--- src/rtl/lgpo_pkg.sv ---
package lgpo_pkg;

   // Behaviour selector of one output builder
   typedef enum logic [1:0] {
      GATE_AND = 2'd0,
      GATE_OR  = 2'd1,
      GATE_NOR = 2'd2,
      ALT_FSM  = 2'd3
   } out_mode_e;

   // Fixed field positions inside the global register
   localparam int GLB_PEN_BIT = 8;
   localparam int GLB_PIDX_LO = 12;

endpackage

--- src/rtl/lgpo_group_timer.sv ---
module lgpo_group_timer #(
   parameter int N_GRP   = 2,
   parameter int UPD_DIV = 4
) (
   input  logic             clk,
   input  logic             rst_n,
   output logic [N_GRP-1:0] grp_tick
);
   localparam int CW = (UPD_DIV > 1) ? $clog2(UPD_DIV) : 1;

   logic [CW-1:0] div_q;

   always_ff @(posedge clk or negedge rst_n) begin
      if (!rst_n) begin
         div_q <= '0;
      end else if (div_q == CW'(UPD_DIV - 1)) begin
         div_q <= '0;
      end else begin
         div_q <= div_q + CW'(1);
      end
   end

   for (genvar g = 0; g < N_GRP; g++) begin : g_tick
      assign grp_tick[g] = (div_q == CW'(g));
   end

endmodule

--- src/rtl/lgpo_status_latch.sv ---
module lgpo_status_latch #(
   parameter int N_FLT = 4
) (
   input  logic             clk,
   input  logic             rst_n,
   input  logic [N_FLT-1:0] flt_raw,
   input  logic             clr,
   output logic [N_FLT-1:0] lat_q
);
   // A raw flag active in the same cycle wins over the clear request
   always_ff @(posedge clk or negedge rst_n) begin
      if (!rst_n) begin
         lat_q <= '0;
      end else begin
         lat_q <= flt_raw | (lat_q & {N_FLT{~clr}});
      end
   end

endmodule

--- src/rtl/lgpo_cfg_regs.sv ---
module lgpo_cfg_regs #(
   parameter int N_OUT  = 16,
   parameter int N_GPI  = 4,
   parameter int N_RAIL = 4,
   parameter int SEL_W  = 32,
   parameter int DLY_W  = 8,
   parameter int CFG_DW = 32,
   parameter int CFG_AW = 6
) (
   input  logic                         clk,
   input  logic                         rst_n,
   input  logic                         cfg_we,
   input  logic [CFG_AW-1:0]            cfg_addr,
   input  logic [CFG_DW-1:0]            cfg_wdata,
   input  logic [N_GPI-1:0]             gpi,
   output logic [N_OUT-1:0][SEL_W-1:0]  mask1_q,
   output logic [N_OUT-1:0][SEL_W-1:0]  mask2_q,
   output logic [N_OUT-1:0][1:0]        mode_q,
   output logic [N_OUT-1:0][DLY_W-1:0]  dly_q,
   output logic [N_RAIL-1:0]            mon_q,
   output logic                         lat_clr
);
   import lgpo_pkg::*;

   localparam int GPI_IW   = (N_GPI > 1) ? $clog2(N_GPI) : 1;
   localparam int ADDR_GLB = 3 * N_OUT;
   localparam int ADDR_CLR = 3 * N_OUT + 1;

   logic              pin_en_q;
   logic [GPI_IW-1:0] pin_idx_q;
   logic              wr_glb;
   logic              wr_clr;

   assign wr_glb = cfg_we && (cfg_addr == CFG_AW'(ADDR_GLB));
   assign wr_clr = cfg_we && (cfg_addr == CFG_AW'(ADDR_CLR));

   // Per-output register triplets
   for (genvar k = 0; k < N_OUT; k++) begin : g_out
      always_ff @(posedge clk or negedge rst_n) begin
         if (!rst_n) begin
            mask1_q[k] <= '0;
            mask2_q[k] <= '0;
            mode_q[k]  <= GATE_AND;
            dly_q[k]   <= '0;
         end else if (cfg_we) begin
            if (cfg_addr == CFG_AW'(3 * k)) begin
               mask1_q[k] <= cfg_wdata[SEL_W-1:0];
            end
            if (cfg_addr == CFG_AW'(3 * k + 1)) begin
               mask2_q[k] <= cfg_wdata[SEL_W-1:0];
            end
            if (cfg_addr == CFG_AW'(3 * k + 2)) begin
               mode_q[k] <= cfg_wdata[1:0];
               dly_q[k]  <= cfg_wdata[2 +: DLY_W];
            end
         end
      end
   end

   // Global register: monitored rails and clear-pin selection
   always_ff @(posedge clk or negedge rst_n) begin
      if (!rst_n) begin
         mon_q     <= '0;
         pin_en_q  <= 1'b0;
         pin_idx_q <= '0;
      end else if (wr_glb) begin
         mon_q     <= cfg_wdata[N_RAIL-1:0];
         pin_en_q  <= cfg_wdata[GLB_PEN_BIT];
         pin_idx_q <= cfg_wdata[GLB_PIDX_LO +: GPI_IW];
      end
   end

   assign lat_clr = wr_clr || (pin_en_q && gpi[pin_idx_q]);

endmodule

--- src/rtl/lgpo_builder.sv ---
module lgpo_builder #(
   parameter int SEL_W = 32,
   parameter int DLY_W = 8
) (
   input  logic             clk,
   input  logic             rst_n,
   input  logic             tick,
   input  logic [SEL_W-1:0] sel,
   input  logic [SEL_W-1:0] snap,
   input  logic [SEL_W-1:0] mask1,
   input  logic [SEL_W-1:0] mask2,
   input  logic [1:0]       mode,
   input  logic [DLY_W-1:0] dly,
   output logic             out_q
);
   import lgpo_pkg::*;

   out_mode_e      mode_e;
   logic           term1;
   logic           term2;
   logic           gate_r;
   logic           trig;
   logic           path_q;     // 0: term 1 active, 1: term 2 active
   logic           cand_q;
   logic [DLY_W:0] cnt_q;
   logic [DLY_W:0] dly_x;
   logic [DLY_W:0] cnt_inc;

   assign mode_e  = out_mode_e'(mode);
   assign term1   = (mask1 != '0) && ((sel & mask1) == mask1);
   assign term2   = (mask2 != '0) && ((sel & mask2) == mask2);
   assign trig    = |((sel ^ snap) & (mask1 | mask2));
   assign dly_x   = {1'b0, dly};
   assign cnt_inc = cnt_q + (DLY_W+1)'(1);

   always_comb begin
      unique case (mode_e)
         GATE_AND: gate_r = term1 & term2;
         GATE_OR:  gate_r = term1 | term2;
         GATE_NOR: gate_r = ~(term1 | term2);
         default:  gate_r = 1'b0;
      endcase
   end

   always_ff @(posedge clk or negedge rst_n) begin
      if (!rst_n) begin
         out_q  <= 1'b0;
         path_q <= 1'b0;
         cand_q <= 1'b0;
         cnt_q  <= '0;
      end else begin
         if (mode_e != ALT_FSM) begin
            path_q <= 1'b0;
         end
         if (tick) begin
            if (mode_e == ALT_FSM) begin
               if (trig) begin
                  if (!path_q) begin
                     out_q <= term1;
                     if (!term1) path_q <= 1'b1;
                  end else begin
                     out_q <= term2;
                     if (term2) path_q <= 1'b0;
                  end
               end
            end else if (gate_r != cand_q) begin
               cand_q <= gate_r;
               cnt_q  <= '0;
               if (dly == '0) out_q <= gate_r;
            end else begin
               if (cnt_q < dly_x) cnt_q <= cnt_inc;
               if (cnt_inc >= dly_x) out_q <= cand_q;
            end
         end
      end
   end

endmodule

--- src/rtl/lgpo_engine.sv ---
module lgpo_engine #(
   parameter int N_GPI    = 4,
   parameter int N_OUT    = 16,
   parameter int N_RAIL   = 4,
   parameter int N_FLT    = 4,
   parameter int GRP_SIZE = 8,
   parameter int UPD_DIV  = 4,
   parameter int DLY_W    = 8,
   parameter int CFG_DW   = 32,
   parameter int CFG_AW   = 6
) (
   input  logic              clk,
   input  logic              rst_n,
   input  logic [N_GPI-1:0]  gpi,
   input  logic [N_RAIL-1:0] pgood,
   input  logic [N_FLT-1:0]  flt_raw,
   input  logic              cfg_we,
   input  logic [CFG_AW-1:0] cfg_addr,
   input  logic [CFG_DW-1:0] cfg_wdata,
   output logic [N_OUT-1:0]  gpo
);
   localparam int SEL_W  = N_GPI + N_OUT + N_RAIL + 2 * N_FLT;
   localparam int N_GRP  = N_OUT / GRP_SIZE;
   localparam int GPI_IW = (N_GPI > 1) ? $clog2(N_GPI) : 1;

   // Elaboration-time parameter checks
   if (N_OUT % GRP_SIZE != 0) begin : g_bad_grp
      $error("N_OUT must be a multiple of GRP_SIZE");
   end
   if (N_GRP > UPD_DIV) begin : g_bad_div
      $error("UPD_DIV must provide one slot per group");
   end
   if (CFG_DW < SEL_W || CFG_DW < 2 + DLY_W) begin : g_bad_dw
      $error("CFG_DW too narrow for masks or control field");
   end
   if ((1 << CFG_AW) < 3 * N_OUT + 2) begin : g_bad_aw
      $error("CFG_AW too narrow for the register map");
   end
   if (N_RAIL > lgpo_pkg::GLB_PEN_BIT || lgpo_pkg::GLB_PIDX_LO + GPI_IW > CFG_DW) begin : g_bad_glb
      $error("global register fields overlap");
   end
   if ((1 << GPI_IW) != N_GPI) begin : g_bad_gpi
      $error("N_GPI must be a power of two");
   end

   logic [N_OUT-1:0][SEL_W-1:0] mask1;
   logic [N_OUT-1:0][SEL_W-1:0] mask2;
   logic [N_OUT-1:0][1:0]       mode;
   logic [N_OUT-1:0][DLY_W-1:0] dly;
   logic [N_RAIL-1:0]           mon;
   logic                        lat_clr;
   logic [N_FLT-1:0]            lat_q;
   logic [N_GRP-1:0]            grp_tick;
   logic [SEL_W-1:0]            sel_vec;
   logic [N_OUT-1:0]            out_w;

   lgpo_cfg_regs #(
      .N_OUT(N_OUT), .N_GPI(N_GPI), .N_RAIL(N_RAIL), .SEL_W(SEL_W),
      .DLY_W(DLY_W), .CFG_DW(CFG_DW), .CFG_AW(CFG_AW)
   ) u_cfg (
      .clk(clk), .rst_n(rst_n), .cfg_we(cfg_we), .cfg_addr(cfg_addr),
      .cfg_wdata(cfg_wdata), .gpi(gpi), .mask1_q(mask1), .mask2_q(mask2),
      .mode_q(mode), .dly_q(dly), .mon_q(mon), .lat_clr(lat_clr)
   );

   lgpo_status_latch #(.N_FLT(N_FLT)) u_lat (
      .clk(clk), .rst_n(rst_n), .flt_raw(flt_raw), .clr(lat_clr), .lat_q(lat_q)
   );

   lgpo_group_timer #(.N_GRP(N_GRP), .UPD_DIV(UPD_DIV)) u_tmr (
      .clk(clk), .rst_n(rst_n), .grp_tick(grp_tick)
   );

   // Outputs fed back from registers; rails without a monitor read not-good
   assign sel_vec = {lat_q, flt_raw, pgood & mon, out_w, gpi};
   assign gpo     = out_w;

   for (genvar g = 0; g < N_GRP; g++) begin : g_grp
      logic [SEL_W-1:0] snap_q;

      always_ff @(posedge clk or negedge rst_n) begin
         if (!rst_n) begin
            snap_q <= '0;
         end else if (grp_tick[g]) begin
            snap_q <= sel_vec;
         end
      end

      for (genvar j = 0; j < GRP_SIZE; j++) begin : g_bld
         localparam int K = g * GRP_SIZE + j;
         lgpo_builder #(.SEL_W(SEL_W), .DLY_W(DLY_W)) u_bld (
            .clk(clk), .rst_n(rst_n), .tick(grp_tick[g]), .sel(sel_vec),
            .snap(snap_q), .mask1(mask1[K]), .mask2(mask2[K]),
            .mode(mode[K]), .dly(dly[K]), .out_q(out_w[K])
         );
      end
   end

endmodule

--- config.mk ---
export PLATFORM = sky130hd
export DESIGN_NAME = lgpo_engine
export DESIGN_NICKNAME = d
export VERILOG_FILES = /design/src/rtl/lgpo_pkg.sv /design/src/rtl/lgpo_group_timer.sv /design/src/rtl/lgpo_status_latch.sv /design/src/rtl/lgpo_cfg_regs.sv /design/src/rtl/lgpo_builder.sv /design/src/rtl/lgpo_engine.sv
export SDC_FILE = /design/constraint.sdc
export NUM_CORES = 2
export LEC_CHECK = 0
export ABC_AREA = 1
export BUFFER_PORTS_ARGS = -buffer_cell sky130_fd_sc_hd__buf_2
export CORE_MARGIN = 3
export CORE_UTILIZATION = 35
export DETAILED_ROUTE_END_ITERATION = 16
export HOLD_SLACK_MARGIN = 0.15
export SYNTH_ARGS = -nofsm -noshare
export SYNTH_HDL_FRONTEND = slang
export SYNTH_SLANG_ARGS = --single-unit
export TNS_END_PERCENT = 5
--- constraint.sdc ---
create_clock -name clk -period 2.75 [get_ports clk]
set_input_delay 0.275 -clock clk [delete_from_list [all_inputs] [get_ports clk]]
set_output_delay 0.275 -clock clk [all_outputs]
set_load 0.05 [all_outputs]
==> impl_metrics.xml <==
<?xml version="1.0" encoding="UTF-8"?>
<metrics>
  <group name="placed_design">
    <metric name="hpwl_detailed" unit="um">238000</metric>
    <metric name="globalplace.congestion" unit="">0.969</metric>
    <metric name="port-buffer-count" unit="">68</metric>
    <metric name="dp_cells" unit="">16000</metric>
  </group>
  <group name="setup_path">
    <metric name="cp_slowest_cell" unit="">sky130_fd_sc_hd__dfrtp_2</metric>
    <metric name="worstPathCellList" unit="">inv_2 &gt; buf_4 &gt; buf_4 &gt; nand2_1 &gt; nand2_1 &gt; nor2_1 &gt; nand2_1 &gt; nor2_2 &gt; nand3_4 &gt; nand3b_1 &gt; nand3_2 &gt; ha_4 &gt; inv_4 &gt; nand2_2 &gt; a21oi_2 &gt; nor2_2 &gt; nand2_1 &gt; nor2_1 &gt; nand2_2 &gt; nand2_1</metric>
    <metric name="timing.critical_path.mode_cell" unit="">sky130_fd_sc_hd__nand2_1</metric>
    <metric name="startpoint" unit="">g_grp[0].g_bld[7].u_bld.out_q</metric>
    <metric name="critical_path.max_fanout" unit="">6</metric>
    <metric name="setup.worst_path.class" unit="">reg -&gt; reg</metric>
    <metric name="r2r-end" unit="">g_grp[1].g_bld[1].u_bld.out_q</metric>
    <metric name="worst-r2r-setup-slack" unit="ns">-0.08</metric>
    <metric name="timing.critical_path.from_type" unit="">flop</metric>
    <metric name="arrival" unit="ns">3.60</metric>
    <metric name="worst_ep_required_time" unit="ns">3.52</metric>
    <metric name="worstSetupEndpoint" unit="">g_grp[1].g_bld[1].u_bld.out_q</metric>
    <metric name="worst_r2r_startpoint" unit="">g_grp[0].g_bld[7].u_bld.out_q</metric>
    <metric name="critical-path-max-stage-delay" unit="ns">0.42</metric>
    <metric name="cp-end-kind" unit="">flop</metric>
    <metric name="ff_to_ff_path_depth" unit="">20</metric>
  </group>
  <group name="synthesis">
    <metric name="postSynthNetCount" unit="">12800</metric>
    <metric name="avg_cell_area_syn" unit="um2">6.86</metric>
    <metric name="synth_top_family_by_area" unit="">simple AND/OR/NAND/NOR gates</metric>
    <metric name="synthesis.area" unit="mm2">0.0855</metric>
    <metric name="synth_mux_area_share" unit="%">0</metric>
    <metric name="synth_seq_cells" unit="">1453</metric>
    <metric name="synthArstFlopShare" unit="%">100</metric>
    <metric name="synth.yosys.warnings" unit="">0</metric>
    <metric name="synthAdderAreaFrac" unit="%">4.50</metric>
    <metric name="synth-simple-area-share" unit="%">31.5</metric>
    <metric name="netlist.area_leader.share" unit="%">42.5</metric>
    <metric name="synth_top_cell_by_area" unit="">sky130_fd_sc_hd__dfrtp_1</metric>
    <metric name="post_synth_main_area_contributors" unit="">sky130_fd_sc_hd__dfrtp_1 (43%), sky130_fd_sc_hd__nand2_1 (19%), sky130_fd_sc_hd__o21ai_0 (8.4%)</metric>
    <metric name="synthXorXnorAreaFrac" unit="%">0.922</metric>
    <metric name="synth-main-ff-cell" unit="">sky130_fd_sc_hd__dfrtp_1</metric>
    <metric name="sequential_cell_area_fraction_in_the_yosys_report" unit="%">42.5</metric>
    <metric name="synthesis.instances" unit="">12500</metric>
    <metric name="synth_area_in_compound_gates" unit="%">11.9</metric>
    <metric name="synth_cell_types" unit="">40</metric>
    <metric name="synth_edf_count" unit="">0</metric>
  </group>
  <group name="clock_tree">
    <metric name="cts_tree" unit="">done</metric>
    <metric name="clock_buffer_count_from_cts" unit="">169</metric>
    <metric name="clock_tree.root_cell" unit="">sky130_fd_sc_hd__clkbuf_16</metric>
    <metric name="numClockSinks" unit="">1453</metric>
    <metric name="worst_skew_pair.late_latency" unit="ns">0.84</metric>
    <metric name="clock_tree.htree_level_count" unit="">4</metric>
    <metric name="clk_pin_slew_worst_paths" unit="ns">0.06</metric>
    <metric name="clk_path_buf_depth" unit="">3</metric>
  </group>
  <group name="routing">
    <metric name="drt-initial-drc-count" unit="">8380</metric>
    <metric name="route.detailed.drc" unit="">1</metric>
    <metric name="num_vias" unit="">83800</metric>
    <metric name="detail_route.wirelength" unit="um">332000</metric>
    <metric name="vias_per_cell" unit="">5.09</metric>
    <metric name="wl_per_cell" unit="um">20.2</metric>
    <metric name="drtAntennaViolNets" unit="">0</metric>
    <metric name="drt-pass1-iter-count" unit="">12</metric>
  </group>
  <group name="pwr">
    <metric name="power.clock.fraction" unit="%">29.0</metric>
    <metric name="p_sw_share" unit="%">39.2</metric>
    <metric name="combPwrFrac" unit="%">38.0</metric>
    <metric name="p_switching" unit="mW">32.8</metric>
    <metric name="intPower" unit="mW">50.8</metric>
    <metric name="fin_total_pwr" unit="mW">83.5</metric>
    <metric name="power_frac_seq" unit="%">33.0</metric>
    <metric name="cell_pwr_density" unit="mW/mm2">804</metric>
    <metric name="vdd_drop_max" unit="uV">747</metric>
    <metric name="leakagePower" unit="nW">53.3</metric>
  </group>
  <group name="grt">
    <metric name="largest_net_degree_at_the_start_of_global_routing" unit="">94</metric>
    <metric name="grtUsageTotal" unit="%">26.0</metric>
    <metric name="initial_antenna_violation_count" unit="">7</metric>
    <metric name="first_global_vias" unit="">78600</metric>
    <metric name="grt_pass1_wl" unit="um">496000</metric>
    <metric name="grt.overflow.total" unit="">0</metric>
  </group>
  <group name="run_status">
    <metric name="status" unit="">finished, violations left</metric>
    <metric name="violations" unit="">design-rule violations, negative setup slack</metric>
  </group>
  <group name="floorplanning">
    <metric name="placementRows" unit="">180</metric>
    <metric name="die_height" unit="um">500</metric>
    <metric name="placeableCoreArea" unit="mm2">0.242</metric>
    <metric name="fp.dieW" unit="um">500</metric>
    <metric name="initial_utilization" unit="%">35.4</metric>
    <metric name="die-area" unit="mm2">0.250</metric>
    <metric name="ios" unit="">69</metric>
  </group>
  <group name="sta">
    <metric name="grt_setup_unrepaired" unit="">yes</metric>
    <metric name="fmaxAchievable" unit="MHz">353</metric>
    <metric name="slew-limit-headroom" unit="%">41.0</metric>
    <metric name="hold_ws" unit="ns">0.176</metric>
    <metric name="finalSetupViolations" unit="">42</metric>
    <metric name="fin_skew" unit="ns">0.0333</metric>
    <metric name="timing_worst_slew_pin_value" unit="ns">0.885</metric>
    <metric name="post-route-worst-setup-slack" unit="ns">-0.0835</metric>
    <metric name="final_max_slew_viol_count" unit="">0</metric>
    <metric name="min_period_over_period" unit="%">103</metric>
    <metric name="timing.final.crit_period" unit="ns">2.83</metric>
    <metric name="final_hold_viol_count" unit="">0</metric>
  </group>
  <group name="cells_and_area">
    <metric name="layout-area-overhead-vs-synth" unit="%">21.6</metric>
    <metric name="post_layout_util" unit="%">43.0</metric>
    <metric name="share_of_cells_above_drive_strength_1" unit="%">12.5</metric>
    <metric name="final_nets" unit="">13500</metric>
    <metric name="stdcell_count" unit="">16500</metric>
  </group>
  <group name="flow_run">
    <metric name="timing.max_cap.violations" unit="">0</metric>
  </group>
  <group name="worst_hold_path">
    <metric name="worstHoldPathType" unit="">in -&gt; reg</metric>
  </group>
</metrics>
==> power by group through the flow <==
stage	Combinational, mW	Clock, mW	Sequential (mW)
detailed placement	29.3	0	27.8
floorplan	17.0	0	27.0
global route	35.3	25.4	28.0
CTS	30.7	24.5	27.5
finish	31.8	24.2	27.6
global placement	29.0	0	27.8
==> cells by family (layout without fill, tap and decap cells) <==
kind of cell               count (synthesis)  count (layout)
other                                      0               3
adders and majority gates                307             307
AOI/OAI and AO/OA                       1991            1991
xor gates and xnor gates                  90              90
buffers and inverters                   1903            2716
and+or+nand+nor                         6722            6722
DFF                                     1453            1453
==> registers in the layout (all words and copies together), names as in the netlist <==
| name | flops |
|---|---|
| u_lat.lat_q | 4 |
| g_grp.g_bld.u_bld.out_q | 16 |
| u_cfg.pin_idx_q | 2 |
| u_tmr.div_q | 2 |
| u_cfg.mask1_q | 512 |
| g_grp.g_bld.u_bld.path_q | 16 |
| u_cfg.mask2_q | 512 |
| u_cfg.mon_q | 4 |
| u_cfg.mode_q | 32 |
| g_grp.g_bld.u_bld.cnt_q | 144 |
| u_cfg.dly_q | 128 |
| g_grp.g_bld.u_bld.cand_q | 16 |
| g_grp.snap_q | 64 |
| u_cfg.pin_en_q | 1 |
==> synth_stat cells, drive strengths merged, types with 2 or more instances <==
library cell / number
or2: 82
xor2: 73
nor3: 22
a31oi: 2
a21oi: 121
ha: 307
o2111ai: 14
nand3b: 37
o211a: 7
xnor2: 17
o211ai: 39
nand4: 98
nor3b: 2
nand3: 673
buf: 145
clkbuf: 380
a21o: 2
nor2: 1418
o21ai: 1802
nor4: 22
dfrtp: 1453
inv: 1377
nand2: 4367
==> per-stage QoR <==
step / setup WS (ns) / instance area (um2) / TNS, ns
after floorplan: 0.0568 / 85500 / 0
after global placement: -0.664 / 95100 / -66.94
after detailed placement: -0.676 / 95100 / -72.66
after CTS: -0.0476 / 103000 / -0.569
after global routing: -0.259 / 104000 / -18.20
final: -0.0835 / 104000 / -1.44
==> worst max-delay path: cells and delay by family (launching register included) <==
kind / cells / cell delay [ns]
AO/OA/AOI/OAI: 1 / 0.04
AND/OR/NAND/NOR: 14 / 1.51
flip-flops: 1 / 0.42
buffers and inverters: 4 / 0.51
adder cells (fa/ha/maj): 1 / 0.31
==> layout make-up <==
cell class                      count  area (um2)
Antenna cell                        3        7.51
Clock buffer                      239        4960
Clock inverter                     76         956
Fill cell                       24800      138000
Inverter                         1378        5200
Multi-Input combinational cell   9110       43100
Sequential cell                  1453       36400
Tap cell                         3185        3990
Timing Repair Buffer             1023        9380
==> cell usage in the layout (no fill, tap or decap), types with 67 or more instances in the layout <==
| master | count |
|---|---|
| sky130_fd_sc_hd__nand2_1 | 4279 |
| sky130_fd_sc_hd__dfrtp_1 | 1450 |
| sky130_fd_sc_hd__o21ai_0 | 1368 |
| sky130_fd_sc_hd__inv_1 | 1334 |
| sky130_fd_sc_hd__nor2_1 | 1328 |
| sky130_fd_sc_hd__buf_4 | 717 |
| sky130_fd_sc_hd__nand3_1 | 612 |
| sky130_fd_sc_hd__o21ai_1 | 425 |
| sky130_fd_sc_hd__ha_1 | 289 |
| sky130_fd_sc_hd__clkbuf_16 | 178 |
| sky130_fd_sc_hd__a21oi_1 | 112 |
| sky130_fd_sc_hd__buf_12 | 107 |
| sky130_fd_sc_hd__nand4_1 | 98 |
| sky130_fd_sc_hd__or2_2 | 82 |
| sky130_fd_sc_hd__nand2_2 | 79 |
| sky130_fd_sc_hd__xor2_1 | 73 |
| sky130_fd_sc_hd__buf_2 | 67 |
==> timing repair <==
item	CTS	global route
gates cloned	8	8
setup buffers	39	19
hold buffers	63	0
gates resized for setup	285	222
endpoints found under the setup margin	179	180
endpoints found under the hold margin	2071	0
pin swaps	124	146
==> layer usage <==
layer | share of wire [%] | global-route usage [%]
met1 | 42 | 34.7
met3 | 7.9 | 3.93
met2 | 44 | 40.6
met4 | 6.2 | 13.7
met5 | 0 | 0
==> worst min-delay path by stage <==
stage,to,startpoint,cells past startpoint
5_1_grt,u_cfg.mask1_q[430],cfg_wdata[14],4
2_1_floorplan,g_grp[0].g_bld[0].u_bld.cand_q,rst_n,0
4_1_cts,u_lat.lat_q[2],cfg_addr[5],5
6_report,u_cfg.mask2_q[170],cfg_addr[5],5
3_5_place_dp,u_cfg.mon_q[0],rst_n,1
3_3_place_gp,u_cfg.mon_q[0],rst_n,1
(Power assumes the default switching activity.)
